--- config.mk ---
export PLATFORM = sky130hd
export DESIGN_NAME = sertx
export DESIGN_NICKNAME = d
export VERILOG_FILES = /design/src/rtl/sertx_pkg.sv /design/src/rtl/sertx_cfg.sv /design/src/rtl/sertx_fsgen.sv /design/src/rtl/sertx_hold.sv /design/src/rtl/sertx_shift.sv /design/src/rtl/sertx.sv
export SDC_FILE = /design/constraint.sdc
export NUM_CORES = 1
export LEC_CHECK = 0
export ABC_AREA = 1
export BUFFER_PORTS_ARGS = -buffer_cell sky130_fd_sc_hd__buf_2
export CAP_MARGIN = 20
export CORE_MARGIN = 2
export CORE_UTILIZATION = 50
export DETAILED_ROUTE_END_ITERATION = 16
export GPL_TIMING_DRIVEN = 0
export PLACE_DENSITY = 0.71
export SLEW_MARGIN = 10
export SYNTH_ARGS = -nofsm -noshare
export SYNTH_HDL_FRONTEND = slang
export SYNTH_SLANG_ARGS = --single-unit
--- constraint.sdc ---
create_clock -name clk -period 5.5 [get_ports clk]
set_input_delay 0.55 -clock clk [delete_from_list [all_inputs] [get_ports clk]]
set_output_delay 0.55 -clock clk [all_outputs]
set_load 0.02 [all_outputs]
--- src/rtl/sertx_pkg.sv ---
package sertx_pkg;
   // field positions that software relies on
   localparam int ORD_BIT  = 4;
   localparam int LEN_LSB  = 5;
   localparam int LEN_W    = 4;
   localparam int ITFS_BIT = 9;
   localparam int REQ_BIT  = 10;
   localparam int LEN_MIN  = 2;

   typedef struct packed {
      logic             lsb_first;
      logic [LEN_W-1:0] last_idx;
      logic             int_fs;
      logic             fs_each;
   } tx_cfg_t;
endpackage

--- src/rtl/sertx_cfg.sv ---
module sertx_cfg
   import sertx_pkg::*;
#(
   parameter int DATA_W = 16
) (
   input  logic              clk,
   input  logic              rst_n,
   input  logic              wr,
   input  logic [DATA_W-1:0] wdata,
   output tx_cfg_t           cfg,
   output logic              err
);
   localparam logic [LEN_W-1:0] LEN_FLOOR = LEN_W'(LEN_MIN);

   logic [LEN_W-1:0] fld;
   logic             bad;
   logic             unused_cfg_bits;

   assign fld = wdata[LEN_LSB +: LEN_W];
   assign bad = (fld < LEN_FLOOR);
   assign unused_cfg_bits = ^{wdata[DATA_W-1:REQ_BIT+1], wdata[ORD_BIT-1:0]};

   always_ff @(posedge clk or negedge rst_n) begin
      if (!rst_n) begin
         cfg <= '{lsb_first: 1'b0, last_idx: LEN_FLOOR, int_fs: 1'b0, fs_each: 1'b0};
         err <= 1'b0;
      end else if (wr) begin
         cfg.lsb_first <= wdata[ORD_BIT];
         cfg.last_idx  <= bad ? LEN_FLOOR : fld;
         cfg.int_fs    <= wdata[ITFS_BIT];
         cfg.fs_each   <= wdata[REQ_BIT];
         if (bad) err <= 1'b1;
      end
   end
endmodule

--- src/rtl/sertx_fsgen.sv ---
module sertx_fsgen #(
   parameter int DIV_W   = 8,
   parameter int DIV_RST = 15
) (
   input  logic             clk,
   input  logic             rst_n,
   input  logic             div_wr,
   input  logic [DIV_W-1:0] div_wdata,
   input  logic             enable,
   output logic             pulse
);
   logic [DIV_W-1:0] div_q;
   logic [DIV_W-1:0] cnt_q;

   always_ff @(posedge clk or negedge rst_n) begin
      if (!rst_n) begin
         div_q <= DIV_W'(DIV_RST);
         cnt_q <= DIV_W'(DIV_RST);
      end else if (div_wr) begin
         div_q <= div_wdata;
         cnt_q <= div_wdata;
      end else if (cnt_q == '0) begin
         cnt_q <= div_q;
      end else begin
         cnt_q <= cnt_q - 1'b1;
      end
   end

   assign pulse = enable && (cnt_q == '0);
endmodule

--- src/rtl/sertx_hold.sv ---
module sertx_hold #(
   parameter int DATA_W = 16
) (
   input  logic              clk,
   input  logic              rst_n,
   input  logic              wr,
   input  logic [DATA_W-1:0] wdata,
   input  logic              take,
   output logic              full,
   output logic [DATA_W-1:0] data
);
   always_ff @(posedge clk or negedge rst_n) begin
      if (!rst_n) begin
         full <= 1'b0;
         data <= '0;
      end else if (wr) begin
         full <= 1'b1;
         data <= wdata;
      end else if (take) begin
         full <= 1'b0;
      end
   end
endmodule

--- src/rtl/sertx_shift.sv ---
module sertx_shift
   import sertx_pkg::*;
#(
   parameter int DATA_W = 16
) (
   input  logic              clk,
   input  logic              rst_n,
   input  tx_cfg_t           cfg,
   input  logic              fs,
   input  logic              buf_full,
   input  logic [DATA_W-1:0] buf_data,
   output logic              take,
   output logic              sdo,
   output logic              busy,
   output logic              underflow
);
   logic [DATA_W-1:0] norm;
   logic [DATA_W-1:0] sh_q;
   logic [LEN_W-1:0]  cnt_q;
   logic              last_bit;
   logic              start_req;
   logic              start_fail;

   // put the selected bits in send order, bit 0 leaves first
   for (genvar i = 0; i < DATA_W; i++) begin : g_norm
      logic [LEN_W-1:0] ridx;
      assign ridx    = cfg.last_idx - LEN_W'(i);
      assign norm[i] = (LEN_W'(i) <= cfg.last_idx) ?
                       (cfg.lsb_first ? buf_data[i] : buf_data[ridx]) : 1'b0;
   end

   assign last_bit   = busy && (cnt_q == '0);
   assign start_req  = (!busy && fs) || (last_bit && (cfg.fs_each ? fs : 1'b1));
   assign take       = start_req && buf_full;
   assign start_fail = start_req && !buf_full;

   always_ff @(posedge clk or negedge rst_n) begin
      if (!rst_n) begin
         sh_q      <= '0;
         cnt_q     <= '0;
         sdo       <= 1'b0;
         busy      <= 1'b0;
         underflow <= 1'b0;
      end else if (take) begin
         sh_q  <= norm >> 1;
         sdo   <= norm[0];
         cnt_q <= cfg.last_idx;
         busy  <= 1'b1;
      end else if (start_fail) begin
         sdo       <= 1'b0;
         busy      <= 1'b0;
         underflow <= 1'b1;
      end else if (busy && cnt_q != '0) begin
         sdo   <= sh_q[0];
         sh_q  <= sh_q >> 1;
         cnt_q <= cnt_q - 1'b1;
      end else if (busy) begin
         sdo  <= 1'b0;
         busy <= 1'b0;
      end
   end
endmodule

--- src/rtl/sertx.sv ---
module sertx
   import sertx_pkg::*;
#(
   parameter int DATA_W  = 16,
   parameter int DIV_W   = 8,
   parameter int DIV_RST = 15
) (
   input  logic              clk,
   input  logic              rst_n,
   input  logic              cfg_wr,
   input  logic [DATA_W-1:0] cfg_wdata,
   input  logic              div_wr,
   input  logic [DIV_W-1:0]  div_wdata,
   input  logic              tx_wr,
   input  logic [DATA_W-1:0] tx_wdata,
   input  logic              fs_in,
   output logic              sdo,
   output logic              fs_out,
   output logic              tx_ready,
   output logic              underflow,
   output logic              cfg_err
);
   if (DATA_W != (1 << LEN_W)) begin : g_bad_width
      $error("sertx: DATA_W must equal 2**LEN_W");
   end
   if (DIV_W < 1 || DIV_RST < 0 || DIV_RST >= (1 << DIV_W)) begin : g_bad_div
      $error("sertx: DIV_RST must fit in DIV_W bits");
   end

   tx_cfg_t           cfg_q;
   logic              int_sel;
   logic              fs_int;
   logic              fs_sel;
   logic              buf_full;
   logic [DATA_W-1:0] buf_data;
   logic              take;
   logic              shift_busy;

   sertx_cfg #(.DATA_W(DATA_W)) u_cfg (
      .clk(clk), .rst_n(rst_n), .wr(cfg_wr), .wdata(cfg_wdata),
      .cfg(cfg_q), .err(cfg_err)
   );

   assign int_sel = cfg_q.int_fs;

   sertx_fsgen #(.DIV_W(DIV_W), .DIV_RST(DIV_RST)) u_fsgen (
      .clk(clk), .rst_n(rst_n), .div_wr(div_wr), .div_wdata(div_wdata),
      .enable(int_sel), .pulse(fs_int)
   );

   assign fs_sel = int_sel ? fs_int : fs_in;
   assign fs_out = fs_int;

   sertx_hold #(.DATA_W(DATA_W)) u_hold (
      .clk(clk), .rst_n(rst_n), .wr(tx_wr), .wdata(tx_wdata),
      .take(take), .full(buf_full), .data(buf_data)
   );

   assign tx_ready = !buf_full;

   sertx_shift #(.DATA_W(DATA_W)) u_shift (
      .clk(clk), .rst_n(rst_n), .cfg(cfg_q), .fs(fs_sel),
      .buf_full(buf_full), .buf_data(buf_data), .take(take),
      .sdo(sdo), .busy(shift_busy), .underflow(underflow)
   );
endmodule

# --- Yosys cells after proc, flatten, opt, wreduce, memory -nomap -nowiden ---
# Index checks and enable logic that the tools add are counted.
word_totals:
  inputBits: 46
  elab_cells: 170
  ff_bits: 64
classes:
  mux: 84
  eq_ne: 2
  magnitude_cmp: 33
  reduce_logical: 19
  bitwise: 1
  addsub: 17
op_table:
  columns: ["cell", "n"]
  rows:
  - ["4-bit by 5-bit < comparator with 1-bit output, second input constant", 16]
  - ["1-bit binary-select mux with 4-bit select", 16]
  - ["1-bit 2-to-1 mux", 59]
  - ["16-bit 2-to-1 mux", 3]
  - ["4-bit <= comparator, first input constant", 8]
  - ["4-bit subtractor, second input constant", 8]
  - ["3-bit by 4-bit <= comparator with 1-bit output, first input constant", 4]
  - ["4-bit 2-to-1 mux", 4]
  - ["8-bit 2-to-1 mux", 2]
  - ["4-bit by 3-bit subtractor with 4-bit output, second input constant", 4]
  - ["1-bit by 4-bit <= comparator with 1-bit output, first input constant", 2]
  - ["2-bit by 4-bit <= comparator with 1-bit output, first input constant", 2]
  - ["8-bit zero test", 1]
  - ["4-bit nonzero test", 2]
  - ["4-bit by 1-bit subtractor with 4-bit output, second input constant", 2]
  - ["4-bit by 2-bit subtractor with 4-bit output, second input constant", 2]
  - ["8-bit by 1-bit subtractor with 8-bit output, second input constant", 1]
  - ["1-bit logical AND", 7]
  - ["2-bit AND reduction", 3]
  - ["4-bit zero test", 1]
  - ["4-bit by 2-bit < comparator with 1-bit output, second input constant", 1]
  - ["2-bit nonzero test", 2]
  - ["3-bit by 2-bit != test with 1-bit output, second input constant", 1]
  - ["1-bit zero test", 2]
  - ["3 further kinds", 3]

# --- Logic depth before layout (Yosys ltp) ---
depth:
  depth_word: 9
  ltp_mapped: 12
  depth_no_buf: 11

# --- Cells and area by module ---
# Synthesis repeated with hierarchy kept, for this count alone.
unflattened:
  hier_cells: 625
  area_unflattened_um2: 4464.3
modules_own_cells:
  columns: ["mod", "area_each_um2", "cells_per_inst", "instances"]
  rows:
  - ["sertx_shift", 2551.2, 392, 1]
  - ["sertx_fsgen", 888.4, 117, 1]
  - ["sertx_hold", 675.6, 72, 1]
  - ["sertx_cfg", 330.3, 39, 1]
  - ["sertx", 18.8, 5, 1]

# --- Worst setup path after synthesis ---
# No wires, ideal clock.
synth_timing:
  path_kind: "register to register"
  startpoint: "register, netlist name u_cfg.cfg[3]"
  endpoint: "register u_shift.sh_q[2]"
  stages_incl_launch_ff: 13
  setup_ns: 0.124
  synth_period_minus_slack_ns: 1.990
  t_required_ns: 5.376
  path_buffers: 2
  path_slack_ns: 3.510
  arrival_ns: 1.867
  cell_sequence: "dfstp_2 inv_1 buf_2 ha_1 buf_2 inv_1 nand3_1 nand3_1 nand3_1 nand2_1 nand2_1 nand2_1 a21oi_1"
synth_between:
  elab_chain_len: 6
  word_cells_on_any_way: 7
  cone_classes: "add/sub: 1; order compare: 1; mux: 5"
synth_rtl:
  columns: ["element", "line", "rtl"]
  rows:
  - ["4-bit by 2-bit subtractor with 4-bit output", "sertx_shift.sv:27", "assign ridx = cfg.last_idx - LEN_W'(i);"]
  - ["1-bit binary-select mux with 4-bit select", "sertx_shift.sv:29", "(cfg.lsb_first ? buf_data[i] : buf_data[ridx]) : 1'b0;"]
  - ["1-bit 2-to-1 mux (implied by the code)", "sertx_shift.sv:29", null]
  - ["1-bit 2-to-1 mux", "sertx_shift.sv:29", null]
  - ["1-bit 2-to-1 mux (*)", "sertx_shift.sv:28", "assign norm[i] = (LEN_W'(i) <= cfg.last_idx) ?"]
  - ["16-bit 2-to-1 mux (*)", "sertx_shift.sv:44", "end else if (take) begin"]
  - ["end signal: assignment", "sertx_shift.sv:45", "sh_q <= norm >> 1;"]
  - ["end signal: assignment", "sertx_shift.sv:55", "sh_q <= sh_q >> 1;"]
  - ["end: declaration", "sertx_shift.sv:18", "logic [DATA_W-1:0] sh_q;"]
# Mark *: on every way between the ends. The rest lies on a longest branch, timed or not. The select of a mux whose other input is x is not followed.
# A chain may end at the register's enable or synchronous reset.

# --- Worst setup path after layout ---
layout_timing:
  startpoint: "register, netlist name u_cfg.cfg[4]"
  endpoint: "register u_shift.sh_q[2]"
layout_between:
  elab_chain_len: 6
  word_cells_on_any_way: 7
  cone_classes: "add/sub: 1; order compare: 1; mux: 5"
layout_rtl:
  columns: ["element", "line"]
  rows:
  - ["4-bit by 2-bit subtractor with 4-bit output", "sertx_shift.sv:27"]
  - ["1-bit binary-select mux with 4-bit select", "sertx_shift.sv:29"]
  - ["1-bit 2-to-1 mux (implied by the code)", "sertx_shift.sv:29"]
  - ["1-bit 2-to-1 mux", "sertx_shift.sv:29"]
  - ["1-bit 2-to-1 mux (*)", "sertx_shift.sv:28"]
  - ["16-bit 2-to-1 mux (*)", "sertx_shift.sv:44"]
# Marked as above.

==> impl_metrics.prom <==
# TYPE chip_impl_metric gauge
chip_impl_metric{name="synth.yosys.seq_area_share",unit=""} 0.381
chip_impl_metric{name="vias_per_cell",unit=""} 5.51
chip_impl_metric{name="detail_route.drc_violations",unit=""} 0
chip_impl_metric{name="grt_antenna_before_repair",unit=""} 0
chip_impl_metric{name="final_antenna_net_count",unit=""} 0
chip_impl_metric{name="drt_wl_cell",unit="um"} 15.7
chip_impl_metric{name="synthMuxAreaShare",unit=""} 0.0270
chip_impl_metric{name="reg2regPathDepth",unit=""} 10
chip_impl_metric{name="postCtsResizedCells",unit=""} 0
chip_impl_metric{name="dp.final_hpwl",unit="mm"} 8.70
chip_impl_metric{name="clock_power_share",unit=""} 0.241
chip_impl_metric{name="clock_path_buffers",unit=""} 2
chip_impl_metric{name="finalHoldViolations",unit=""} 0
chip_impl_metric{name="synth_adder_area_share",unit=""} 0.0481
chip_impl_metric{name="total_number_of_yosys_warnings",unit=""} 0
chip_impl_metric{name="setup_total_negative_slack",unit="ns"} 0
chip_impl_metric{name="finalClockSkew",unit="ns"} 0.0164
chip_impl_metric{name="synth.ff_latch_count",unit=""} 63
chip_impl_metric{name="maxSlewViolCount",unit=""} 0
chip_impl_metric{name="placement.io_buffers",unit=""} 41
chip_impl_info{name="critical-path-top-cell-by-count",value="nand2_1"} 1
chip_impl_metric{name="timing.critical_path.arrival",unit="ns"} 2.61
chip_impl_metric{name="syn-num-nets",unit=""} 633
chip_impl_metric{name="clkSinkCount",unit=""} 63
chip_impl_info{name="cts.root.buffer_cell",value="clkbuf_8"} 1
chip_impl_metric{name="route.vias.total",unit=""} 4040
chip_impl_metric{name="endpoints_failing_setup",unit=""} 0
chip_impl_metric{name="cp_data_required_time",unit="ns"} 5.73
chip_impl_metric{name="finalNetCount",unit=""} 685
chip_impl_metric{name="net_switching_power",unit="mW"} 0.800
chip_impl_info{name="timing.critical_path.cells",value="buf_2 -> inv_1 -> ha_1 -> a21oi_1 -> xor2_1 -> nand3_1 -> nand2_1 -> nand2_1 -> nand2_1 -> a21oi_1"} 1
chip_impl_info{name="r2r_startpoint",value="u_cfg.cfg[4]"} 1
chip_impl_metric{name="drt-pass1-iter-count",unit=""} 5
chip_impl_metric{name="clkLatencyLatePin",unit="ns"} 0.35
chip_impl_metric{name="p_int",unit="mW"} 1.15
chip_impl_metric{name="grt_start_max_net_pins",unit=""} 64
chip_impl_metric{name="rows",unit=""} 33
chip_impl_metric{name="comb_power_share",unit=""} 0.415
chip_impl_info{name="main_combinational_cell_family_by_area_after_synthesis",value="simple AND/OR/NAND/NOR gates"} 1
chip_impl_metric{name="reg2reg_setup_slack",unit="ns"} 3.13
chip_impl_metric{name="cts_inserted_buffers",unit=""} 9
chip_impl_metric{name="die_w",unit="um"} 95.3
chip_impl_metric{name="groute.usage.overall",unit=""} 0.269
chip_impl_metric{name="tightest_slew",unit="ns"} 0.778
chip_impl_info{name="hold_path.class",value="input pin to asynchronous set/reset pin"} 1
chip_impl_metric{name="crit_path_max_incr_delay",unit="ns"} 0.48
chip_impl_info{name="outcome",value="completed"} 1
chip_impl_metric{name="ys_types",unit=""} 35
chip_impl_info{name="critical_path.endpoint_type",value="flop"} 1
chip_impl_metric{name="floorplan.die.height",unit="um"} 95.3
chip_impl_metric{name="post-route-period-util",unit=""} 0.432
chip_impl_metric{name="synth-compound-area-share",unit=""} 0.117
chip_impl_metric{name="overflow_left_after_global_routing",unit=""} 0
chip_impl_metric{name="num_antenna_cells",unit=""} 0
chip_impl_metric{name="relSlewSlack",unit=""} 0.482
chip_impl_metric{name="netlist_area",unit="sq mm"} 0.00417
chip_impl_metric{name="seq_power_share",unit=""} 0.344
chip_impl_metric{name="gp_congestion",unit=""} 0.981
chip_impl_info{name="criticalPathCategory",value="flop to flop"} 1
chip_impl_metric{name="max_freq",unit="MHz"} 421
chip_impl_metric{name="synth_xor_area_frac",unit=""} 0.0273
chip_impl_metric{name="clock_period_minus_worst_slack",unit="ns"} 2.37
chip_impl_metric{name="area_of_the_die",unit="sq mm"} 0.00908
chip_impl_metric{name="fp.coreArea",unit="sq mm"} 0.00813
chip_impl_metric{name="initial_core_util",unit=""} 0.512
chip_impl_metric{name="switching_share",unit=""} 0.411
chip_impl_metric{name="p_per_area",unit="mW/mm^2"} 412
chip_impl_metric{name="dp_worst_setup_slack",unit="ns"} 3.17
chip_impl_metric{name="p_leak",unit="nW"} 2.35
chip_impl_metric{name="max_cap_violations",unit=""} 0
chip_impl_metric{name="synthToLayoutAreaGrowth",unit="%"} 13.6
chip_impl_metric{name="drt_first_iter_violations",unit=""} 328
chip_impl_metric{name="fin_ws",unit="ns"} 3.13
chip_impl_metric{name="syn_avg_cell_area",unit="sq um"} 7.29
chip_impl_metric{name="clk_slew_on_worst_s_h_paths",unit="ns"} 0.08
chip_impl_info{name="r2r-end",value="u_shift.sh_q[2]"} 1
chip_impl_info{name="crit_slowest_cell",value="dfrtp_1"} 1
chip_impl_metric{name="final_layout_size_suffix_gt1_frac",unit=""} 0.175
chip_impl_info{name="rsz0062_at_grt",value="no"} 1
chip_impl_info{name="critPathLaunchType",value="flop"} 1
chip_impl_metric{name="worstPathMaxFanout",unit=""} 11
chip_impl_metric{name="number_of_buffers_inserted_by_post_cts_setup_repair",unit=""} 0
chip_impl_info{name="cts_tree",value="done"} 1
chip_impl_metric{name="synth_simple_gate_area_frac",unit=""} 0.322
chip_impl_metric{name="grt_first_pass_wirelength",unit="mm"} 18.4
chip_impl_metric{name="cts-htree-levels",unit=""} 3
chip_impl_metric{name="grt_pass1_vias",unit=""} 3768
chip_impl_metric{name="cts.hold.buffers_added",unit=""} 0
chip_impl_metric{name="io_pins",unit=""} 51
chip_impl_metric{name="max-vdd-ir-drop",unit="V"} 0.000183
chip_impl_metric{name="wl",unit="mm"} 11.5
chip_impl_metric{name="syn-instance-count",unit=""} 571
## worst max path at each step
| stage | startpoint | end | slack (ns) | depth (start not counted) |
|---|---|---|---|---|
| 5_1_grt | u_cfg.cfg[2] | u_shift.sh_q[8] | 2.92 | 12 |
| 4_1_cts | u_cfg.cfg[4] | u_shift.sh_q[10] | 3.16 | 10 |
| 6_report | u_cfg.cfg[4] | u_shift.sh_q[2] | 3.13 | 10 |
| 3_5_place_dp | u_cfg.cfg[4] | u_shift.sh_q[2] | 3.17 | 10 |
| 3_3_place_gp | u_cfg.cfg[3] | u_shift.sh_q[12] | 3.18 | 12 |
| 2_1_floorplan | u_cfg.cfg[3] | u_shift.sh_q[2] | 3.51 | 12 |
## final cells by class
class	instances	area, sq um
Clock buffer	9	124
Sequential cell	63	1590
Buffer	22	126
Fill cell	766	3400
Timing Repair Buffer	41	208
Inverter	53	199
Multi-Input combinational cell	433	2250
Tap cell	105	131
Clock inverter	7	103
## cell families (layout without fill, tap and decap cells)
family | Yosys count | in the layout
multiplexers | 10 | 10
adder cells (fa/ha/maj) | 16 | 16
XOR/XNOR | 13 | 13
flip-flops | 63 | 63
AND/OR/NAND/NOR | 302 | 302
AO/OA/AOI/OAI | 92 | 92
buffers and inverters | 75 | 132
## cells in the mapped netlist
| cell type | instances | area (sq um) |
|---|---|---|
| nand2_2 | 4 | 25.0 |
| a21oi_1 | 22 | 110 |
| nor3_1 | 2 | 10.0 |
| xor2_1 | 9 | 78.8 |
| nor2_1 | 29 | 109 |
| inv_2 | 5 | 18.8 |
| o22ai_1 | 3 | 18.8 |
| nor4_1 | 1 | 6.26 |
| clkbuf_2 | 1 | 5.00 |
| nand3_2 | 1 | 10.0 |
| dfstp_2 | 9 | 236 |
| nand2_1 | 145 | 544 |
| or2_2 | 2 | 12.5 |
| a21boi_0 | 1 | 7.51 |
| o211ai_1 | 3 | 22.5 |
| nor2_2 | 5 | 31.3 |
| o22a_1 | 1 | 8.76 |
| xnor2_1 | 4 | 35.0 |
| o21ai_0 | 53 | 265 |
| nand3_4 | 1 | 17.5 |
| dfrtp_1 | 54 | 1350 |
| mux2_2 | 10 | 113 |
| o21bai_1 | 2 | 15.0 |
| nand3_1 | 109 | 546 |
| nor2_4 | 2 | 22.5 |
| nand4_1 | 1 | 6.26 |
| a211oi_1 | 1 | 7.51 |
| inv_1 | 46 | 173 |
| buf_6 | 3 | 33.8 |
| clkbuf_1 | 8 | 30.0 |
| ha_1 | 16 | 200 |
| buf_2 | 7 | 35.0 |
| buf_4 | 3 | 22.5 |
| o21ai_1 | 6 | 30.0 |
| clkinv_1 | 2 | 7.51 |
## metal layers
metal,vias to the layer above,share of wire,global-route usage
li1,1993,-,-
met1,1860,0.46,0.383
met2,162,0.45,0.413
met3,25,0.068,0.0348
met4,0,0.027,0.112
met5,-,0,0
## cell usage in the layout (no fill, tap or decap), drive strengths merged
master,synthesis,layout
nor3,2,2
o22a,1,1
nor4,1,1
a21boi,1,1
mux2,10,10
xor2,9,9
clkbuf,9,18
o211ai,3,3
xnor2,4,4
clkinvlp,0,1
nand2,149,149
ha,16,16
o21ai,59,59
dfstp,9,9
bufinv,0,2
a21oi,22,22
or2,2,2
inv,51,54
nand3,111,111
a211oi,1,1
o21bai,2,2
dfrtp,54,54
clkinv,2,3
o22ai,3,3
nor2,36,36
buf,13,54
nand4,1,1
## metrics by stage
step / cells / total power, mW / instance area (sq um) / util / hold WS (ns)
6_report: 733 / 1.95 / 4730 / 0.582 / 0.271
5_1_grt: 733 / 2.10 / 4730 / 0.582 / 0.338
2_1_floorplan: 571 / 1.26 / 4170 / - / 0.254
3_5_place_dp: 717 / 1.48 / 4500 / 0.554 / 0.457
3_3_place_gp: 717 / 1.45 / 4500 / 0.553 / 0.447
4_1_cts: 733 / 1.95 / 4730 / 0.582 / 0.302
## sequential cells by signal, indices dropped and copies added, names as in the netlist
name,count
u_shift.cnt_q,4
u_shift.sh_q,15
u_cfg.cfg,7
u_shift.busy,1
u_fsgen.cnt_q,8
u_cfg.err,1
u_fsgen.div_q,8
u_hold.full,1
u_shift.sdo,1
u_hold.data,16
u_shift.underflow,1
## power by group through the flow
stage | Combinational [mW] | Clock [mW] | Sequential, mW
detailed placement | 0.801 | 0 | 0.675
CTS | 0.804 | 0.476 | 0.669
global route | 0.919 | 0.500 | 0.682
global placement | 0.778 | 0 | 0.671
finish | 0.807 | 0.469 | 0.671
floorplan | 0.608 | 0 | 0.657
## worst max-delay path, delay by kind of cell, from the launching register on
| kind | cells | cell delay (ns) |
|---|---|---|
| AOI/OAI and AO/OA | 2 | 0.39 |
| adders and majority gates | 1 | 0.29 |
| DFF | 1 | 0.48 |
| and+or+nand+nor | 4 | 0.31 |
| buffers and inverters | 2 | 0.55 |
| xor gates and xnor gates | 1 | 0.24 |
(Power assumes the default switching activity.)
